===== src/rtl/pecc_datapath.sv =====
module pecc_datapath (
  input  logic        clk,
  input  logic        rst_n,
  input  logic        ecc_mode_cfg,
  input  logic        pair_matched,
  input  logic [63:0] wr_data,
  output logic [35:0] bank0_wdata,
  output logic [35:0] bank1_wdata,
  input  logic        rd_strobe,
  input  logic [35:0] bank0_rdata,
  input  logic [35:0] bank1_rdata,
  output logic        rd_valid,
  output logic [63:0] rd_data,
  output logic [1:0]  rd_status,
  output logic        nmi_pulse
);
  localparam int DW = 64;
  localparam int CW = 8;
  localparam logic [1:0] ST_CLEAN = 2'b00;
  localparam logic [1:0] ST_FIXED = 2'b01;
  localparam logic [1:0] ST_FATAL = 2'b10;

  typedef logic [CW-1:0] col_tab_t [DW];

  function automatic col_tab_t build_cols();
    col_tab_t t;
    int n;
    n = 0;
    for (int i = 0; i < DW; i++) t[i] = '0;
    for (int w = 3; w <= 5; w += 2)
      for (int v = 0; v < 256; v++)
        if ($countones(v[7:0]) == w && n < DW) begin
          t[n] = v[7:0];
          n++;
        end
    return t;
  endfunction

  localparam col_tab_t HCOL = build_cols();

  function automatic logic [CW-1:0] encode(input logic [DW-1:0] d);
    logic [CW-1:0] c;
    c = '0;
    for (int i = 0; i < DW; i++)
      if (d[i]) c ^= HCOL[i];
    return c;
  endfunction

  function automatic logic [3:0] byte_par(input logic [31:0] d);
    logic [3:0] p;
    for (int j = 0; j < 4; j++) p[j] = ^d[8*j +: 8];
    return p;
  endfunction

  logic          ecc_on;
  logic [CW-1:0] wr_chk;
  assign ecc_on = ecc_mode_cfg & pair_matched;
  assign wr_chk = encode(wr_data);

  assign bank0_wdata = {ecc_on ? wr_chk[3:0] : byte_par(wr_data[31:0]),  wr_data[31:0]};
  assign bank1_wdata = {ecc_on ? wr_chk[7:4] : byte_par(wr_data[63:32]), wr_data[63:32]};

  logic [DW-1:0] raw_data;
  logic          par_err;
  assign raw_data = {bank1_rdata[31:0], bank0_rdata[31:0]};
  assign par_err  = |{byte_par(bank0_rdata[31:0]) ^ bank0_rdata[35:32],
                      byte_par(bank1_rdata[31:0]) ^ bank1_rdata[35:32]};

  logic          s1_valid;
  logic [DW-1:0] s1_data;
  logic [CW-1:0] s1_syn;

  always_ff @(posedge clk or negedge rst_n) begin
    if (!rst_n) begin
      s1_valid <= 1'b0;
      s1_data  <= '0;
      s1_syn   <= '0;
    end else begin
      s1_valid <= rd_strobe & ecc_on;
      if (rd_strobe & ecc_on) begin
        s1_data <= raw_data;
        s1_syn  <= encode(raw_data) ^ {bank1_rdata[35:32], bank0_rdata[35:32]};
      end
    end
  end

  logic [DW-1:0] flip;
  logic          syn_zero, syn_hit;
  always_comb begin
    for (int i = 0; i < DW; i++) flip[i] = (s1_syn == HCOL[i]);
  end
  assign syn_zero = (s1_syn == '0);
  assign syn_hit  = (|flip) | ($countones(s1_syn) == 1);

  logic out_ecc;
  always_ff @(posedge clk or negedge rst_n) begin
    if (!rst_n) begin
      rd_valid  <= 1'b0;
      rd_data   <= '0;
      rd_status <= ST_CLEAN;
      nmi_pulse <= 1'b0;
      out_ecc   <= 1'b0;
    end else if (s1_valid) begin
      rd_valid  <= 1'b1;
      rd_data   <= s1_data ^ flip;
      rd_status <= syn_zero ? ST_CLEAN : (syn_hit ? ST_FIXED : ST_FATAL);
      nmi_pulse <= !syn_zero && !syn_hit;
      out_ecc   <= 1'b1;
    end else if (rd_strobe && !ecc_on) begin
      rd_valid  <= 1'b1;
      rd_data   <= raw_data;
      rd_status <= par_err ? ST_FATAL : ST_CLEAN;
      nmi_pulse <= par_err;
      out_ecc   <= 1'b0;
    end else begin
      rd_valid  <= 1'b0;
      rd_status <= ST_CLEAN;
      nmi_pulse <= 1'b0;
      out_ecc   <= 1'b0;
    end
  end

  AST_PAR_LATENCY: assert property (@(posedge clk) disable iff (!rst_n)
    rd_strobe && !ecc_on && !s1_valid |=> rd_valid && !out_ecc) else $error("AST_PAR_LATENCY");
  AST_PAR_NO_FIX: assert property (@(posedge clk) disable iff (!rst_n)
    rd_valid && !out_ecc |-> rd_status != ST_FIXED) else $error("AST_PAR_NO_FIX");
  AST_ECC_LATENCY: assert property (@(posedge clk) disable iff (!rst_n)
    rd_strobe && ecc_on |=> s1_valid ##1 (rd_valid && out_ecc)) else $error("AST_ECC_LATENCY");
  AST_NMI_FATAL: assert property (@(posedge clk) disable iff (!rst_n)
    nmi_pulse |-> rd_valid && rd_status == ST_FATAL) else $error("AST_NMI_FATAL");
  AST_IDLE_QUIET: assert property (@(posedge clk) disable iff (!rst_n)
    !rd_valid |-> rd_status == ST_CLEAN && !nmi_pulse) else $error("AST_IDLE_QUIET");
  AST_NO_STATUS_11: assert property (@(posedge clk) disable iff (!rst_n)
    rd_status != 2'b11) else $error("AST_NO_STATUS_11");
endmodule


===== config.mk =====
export PLATFORM = sky130hd
export DESIGN_NAME = pecc_datapath
export DESIGN_NICKNAME = d
export VERILOG_FILES = /design/src/rtl/pecc_datapath.sv
export SDC_FILE = /design/constraint.sdc
export NUM_CORES = 1
export LEC_CHECK = 0
export BUFFER_PORTS_ARGS = -buffer_cell sky130_fd_sc_hd__buf_2
export CAP_MARGIN = 20
export CELL_PAD_IN_SITES_DETAIL_PLACEMENT = 0
export CELL_PAD_IN_SITES_GLOBAL_PLACEMENT = 1
export CORE_MARGIN = 3
export CORE_UTILIZATION = 40
export DETAILED_ROUTE_END_ITERATION = 12
export GPL_TIMING_DRIVEN = 0
export PLACE_DENSITY_LB_ADDON = 0.15
export SYNTH_ARGS = -nofsm -noshare
export SYNTH_HDL_FRONTEND = slang
export SYNTH_SLANG_ARGS = --single-unit

===== constraint.sdc =====
create_clock -name clk -period 4.71 [get_ports clk]
set_clock_uncertainty 0.1 [all_clocks]
set_input_delay 0.471 -clock clk [delete_from_list [all_inputs] [get_ports clk]]
set_output_delay 0.471 -clock clk [all_outputs]
set_load 0.01 [all_outputs]

# After elaboration in Yosys (flattened, before gate mapping)
# Cells that the tools add are included.
dict set report totals {
  mem_bits_rw 0
  register_bits 141
  latch_bits 0
  memories 0
  romBits 0
}
dict set report op_classes {
  magnitude_cmp 0
  mul 0
  div_mod_pow 0
  reduce_logical 25
  bitwise_logic 133
  n_mux 205
  add_sub_neg 7
  shifts 0
  eq_ne 65
}
# cell count
set op_table {}
lappend op_table {{two-way mux 8 bit} 106}
lappend op_table {{NOT 3 bit} 110}
lappend op_table {{two-way mux 7 bit} 34}
lappend op_table {{two-way mux 6 bit} 30}
lappend op_table {{== test 8 bit (second input constant)} 21}
lappend op_table {{== test 8 x 7 -> 1 bit (second input constant)} 17}
lappend op_table {{two-way mux 64 bit} 2}
lappend op_table {{parity 8 bit} 16}
lappend op_table {{== test 8 x 6 -> 1 bit (second input constant)} 15}
lappend op_table {{NOT 5 bit} 16}
lappend op_table {{two-way mux 5 bit} 14}
lappend op_table {{OR reduction 64 bit} 1}
lappend op_table {{XOR 64 bit} 1}
lappend op_table {{== test 8 x 5 -> 1 bit (second input constant)} 7}
lappend op_table {{two-way mux 4 bit} 8}
lappend op_table {{== test 8 x 4 -> 1 bit (second input constant)} 3}
lappend op_table {{two-way mux 2 bit} 5}
lappend op_table {{adder 1 x 1 -> 2 bit} 4}
lappend op_table {{== test 8 x 3 -> 1 bit (second input constant)} 1}
lappend op_table {{logical NOT 8 bit} 1}
lappend op_table {{OR reduction 8 bit} 1}
lappend op_table {{XOR 4 bit} 2}
lappend op_table {{XOR 8 bit} 1}
lappend op_table {{adder 2 x 2 -> 3 bit} 2}
lappend op_table {{other kinds (9)} 17}

# Logic depth before layout (Yosys ltp)
dict set report depth {
  ltp_word 193
  ltp_mapped 14
  mapped_depth_nobuf 13
}

# Least setup slack after synthesis
# OpenSTA, ideal clock, no wires.
dict set report synth_path {
  path_type {reg-to-reg}
  from {register s1_syn[0]}
  to {register rd_status[0]}
  setup_slack_ns 1.039
  period_less_slack_ns 3.671
  arrival_ns 3.452
  path_stages_with_launch 14
  path_buffers 0
  setup_ns 0.119
  cell_sequence {dfrtp_1 fa_1 inv_1 fa_1 fa_1 inv_1 ha_1 fa_1 and2_1 a21oi_1 nor3b_1 nor4_1 nand3_1 o21ba_1}
}
dict set report synth_between {
  elab_chain_len 8
  word_cells_on_any_way 74
  cone_classes {add/sub (3); eq/ne (65); mux (3); bitwise (1); reduce/logical (2)}
}
# item line_no
set synth_rtl {}
lappend synth_rtl {{start: declaration} 71} ;# logic [CW-1:0] s1_syn;
lappend synth_rtl {{start signal: assignment} 82} ;# s1_syn <= encode(raw_data) ^ {bank1_rdata[35:32], bank0_rdata[35:32]};
lappend synth_rtl {{adder 1 x 1 -> 2 bit (implied by the code)} 93} ;# assign syn_hit = (|flip) | ($countones(s1_syn) == 1);
lappend synth_rtl {{adder 2 x 2 -> 3 bit (implied by the code)} 93}
lappend synth_rtl {{adder 3 x 3 -> 4 bit (implied by the code)} 93}
lappend synth_rtl {{== test 4 x 1 -> 1 bit} 93}
lappend synth_rtl {{bitwise OR 1 bit} 93}
lappend synth_rtl {{two-way mux 2 bit} 106} ;# rd_status <= syn_zero ? ST_CLEAN : (syn_hit ? ST_FIXED : ST_FATAL);
lappend synth_rtl {{two-way mux 2 bit (*)} 106}
lappend synth_rtl {{two-way mux 2 bit (*)} 103} ;# end else if (s1_valid) begin
lappend synth_rtl {{end signal: assignment} 106}
lappend synth_rtl {{end signal: assignment} 112} ;# rd_status <= par_err ? ST_FATAL : ST_CLEAN;
lappend synth_rtl {{end: declaration} 14} ;# output logic [1:0] rd_status,
# Every way passes the cells marked *; elsewhere a longest branch is shown, timed or not.
# A chain may end at the register's enable or synchronous reset.

# Worst setup path in the final report
# Ends and elaborated chain as after synthesis.

==> qor.txt <==
Flop2flop setup slack: 0.77 ns
Routed WL: 35300 um
Post-synth ARST share: 100%
Tmin final: 3.94 ns
DIE AREA: 29400 sq um
Synth Area in Compound Gates: 5.78%
Area occupied by multi-input gates: 6670 sq um
Top-count cell post-synth: xnor2_1
Nets: 1550
GP Congestion: 0.860
Antenna violations before repair: 2
Final hold violation count: 0
DRC Markers: 0
CTS clk-pin slew, worst paths: 0.07 ns
Worst reg2reg path depth: 13
DRT iter0 DRCs: 488
Critical Path AT: 4.16 ns
Met1 usage: 32.7%
GRT overflow: 0
Status: finished, final reports clean
CP max FO: 5
Share of cells above drive strength 1: 33.6%
Most Used Layer, Global Route: met2
Io pins: 281
Slew at the pin closest to its max-slew limit: 0.916 ns
Via-per-instance ratio: 5.01
Worst min path class: input port to flop
Drt pass-1 iters: 5
# Max-Cap Violations: 0
Vias in the first global route: 8929
Hold path start: bank1_rdata[25]
H-tree depth: 4
Reg area: 3500 sq um
DP HPWL: 28100 um
Wire per inst: 20.2 um
Largest family of logic cells by synthesized area: XOR/XNOR gates
Pwr dens: 439 nW/um^2
Synth top area share: 32.0%
CTS Root Cell: clkbuf_16
Post-synth top cells: 241 x xnor2_1, 140 x dfrtp_1, 101 x xor2_1
Post-synth EDFFs: 0
Via count: 8746
Post-Synth Adder-Cell Area: 1.53%
Pwr Total: 0.00589 W
Final setup viols: 0
Synth warnings: 0
Syn_nets: 1249
Cell row count: 59
Top post-synthesis cells by area: dfrtp_1 32%, xnor2_1 19%, xor2_1 8.1%
Core Box Area: 26500 sq um
Count of pins over their slew limit: 0
Global Route Usage Sum: 23.9%
Mapped Cells: 1097
Synth Area per Inst: 9.98 sq um
RSZ-0062 raised after global routing: no
Synth area leader: dfrtp_1
Final worst path period share: 83.6%
Reg-to-reg endpoint: rd_status[0]
Largest net degree at the start of global routing: 89
Worst hold slack: 0.257 ns
Yosys reg bits: 140
LEAKAGE: 6.16 nW
Initial core utilization: 41.3%
Postcts setup bufs: 0
Maximum clock path buffer count: 2
Fillers: 2627
Required time worst endpoint: 4.93 ns
Synthesis-to-finish area growth: 22.5%
Fmax: 254 MHz
Normalized max-slew margin: 38.9%
Main synth FF type: dfrtp_1
Startpoint Class: flop
Simple-Gate Fraction of Synth Area: 8.91%
First-pass GRT wire length: 52800 um
Endpoint, Worst Hold: s1_data[57]
Clock sinks: 140
Setup TNS: 0 ns
Met2 usage in global routing: 40.5%
Clock latency on the worst-skew pair: 0.43 ns
Synth cell types: 55
Sequential share of the synthesized area: 32.0%
Kind of end point of the critical path: flop
Port Buffer Count: 280
TritonCTS clock tree: built
Worst reg2reg startpoint: s1_syn[0]
Met3 usage: 3.68%
DRT antenna net count: 0
Mux contribution to synthesized area: 12.8%
Worst Hold Depth: 2
Die height: 171 um
Post-Synth XOR/XNOR Area: 31.8%
Die width: 171 um
Crit Path Category: flop to flop
Worst VDD drop: 0.000197 V
CTS Buf Count: 17
Mapped Area: 11000 sq um
## routing by layer
metal	routed length [um]	up-vias
li1	-	4173
met1	15900	4300
met2	17100	240
met3	1730	29
met4	453	4
met5	27	-
## final cells by class
type	instances	area share [%]
antenna	1	0.0187
inverter	14	0.392
timing repair buffer	282	10.8
clock buffer	19	3.30
buffer	117	5.44
tap	335	3.12
clock inverter	13	1.14
multi-input combinational	826	49.7
sequential	140	26.1
## how the worst max path moves through the flow
stage | startpoint | endpoint | depth (start not counted)
2_1_floorplan | s1_syn[0] | rd_status[0] | 13
3_3_place_gp | s1_syn[0] | rd_status[0] | 13
3_5_place_dp | s1_syn[0] | rd_status[0] | 13
4_1_cts | s1_syn[0] | rd_status[0] | 13
5_1_grt | s1_syn[0] | rd_status[0] | 13
6_report | s1_syn[0] | rd_status[0] | 13
## where the power goes
part / leakage, nW / internal (W) / switching [W]
clock network: 0.282 / 0.000807 / 0.000585
registers: 1.68 / 0.00144 / 0.000182
logic: 4.20 / 0.00133 / 0.00154
## cell families after synthesis
kind of cell	count (synthesis)
xor gates and xnor gates	364
adders and majority gates	11
buffers and inverters	131
muxes	132
AOI/OAI and AO/OA	115
and+or+nand+nor	204
DFF	140
## stage by stage
stage | cell area (sq um) | std cells | setup WS, ns | utilization, %
6_report | 13400 | 1747 | 0.770 | 50.6
5_1_grt | 13400 | 1746 | 0.559 | 50.6
3_3_place_gp | 12800 | 1712 | 0.845 | 48.2
4_1_cts | 13400 | 1746 | 0.745 | 50.6
2_1_floorplan | 11000 | 1097 | 1.04 | -
3_5_place_dp | 12800 | 1713 | 0.756 | 48.3
## placed cells by master (no fill, tap or decap), drive strengths merged, types with 3 or more instances in the layout
cell type	count
nand2b	3
mux2	67
inv	21
nor2	61
clkinvlp	3
xnor2	242
nand4	3
mux2i	65
a21oi	16
or3b	3
o22ai	9
a211oi	3
or4b	4
xor2	101
nor3	10
nand2	83
nand3	8
dfrtp	140
ha	7
xnor3	20
buf	379
nand3b	7
nor4	6
nand4bb	3
clkbuf	38
o21ai	77
fa	4
and3	3
## critical path, cell delays in order (launching register included)
cell	delay, ns
dfrtp_1	0.45
fa_1	0.55
inv_1	0.06
fa_1	0.46
fa_1	0.50
inv_1	0.05
ha_1	0.21
fa_1	0.43
and2_1	0.15
a21oi_1	0.12
nor3b_1	0.07
nor4_1	0.39
nand3_1	0.13
o21ba_1	0.19
## registers in the layout, indices dropped and copies added (netlist names)
name / cells
rd_data: 64
s1_data: 64
s1_syn: 8
nmi_pulse: 1
rd_status: 1
rd_valid: 1
s1_valid: 1
## timing repair
action,in CTS,in global routing
hold buffers,1,0
hold endpoints to repair,52,0
resized for setup,0,0
No activity file was read; power rests on OpenSTA's default activity.
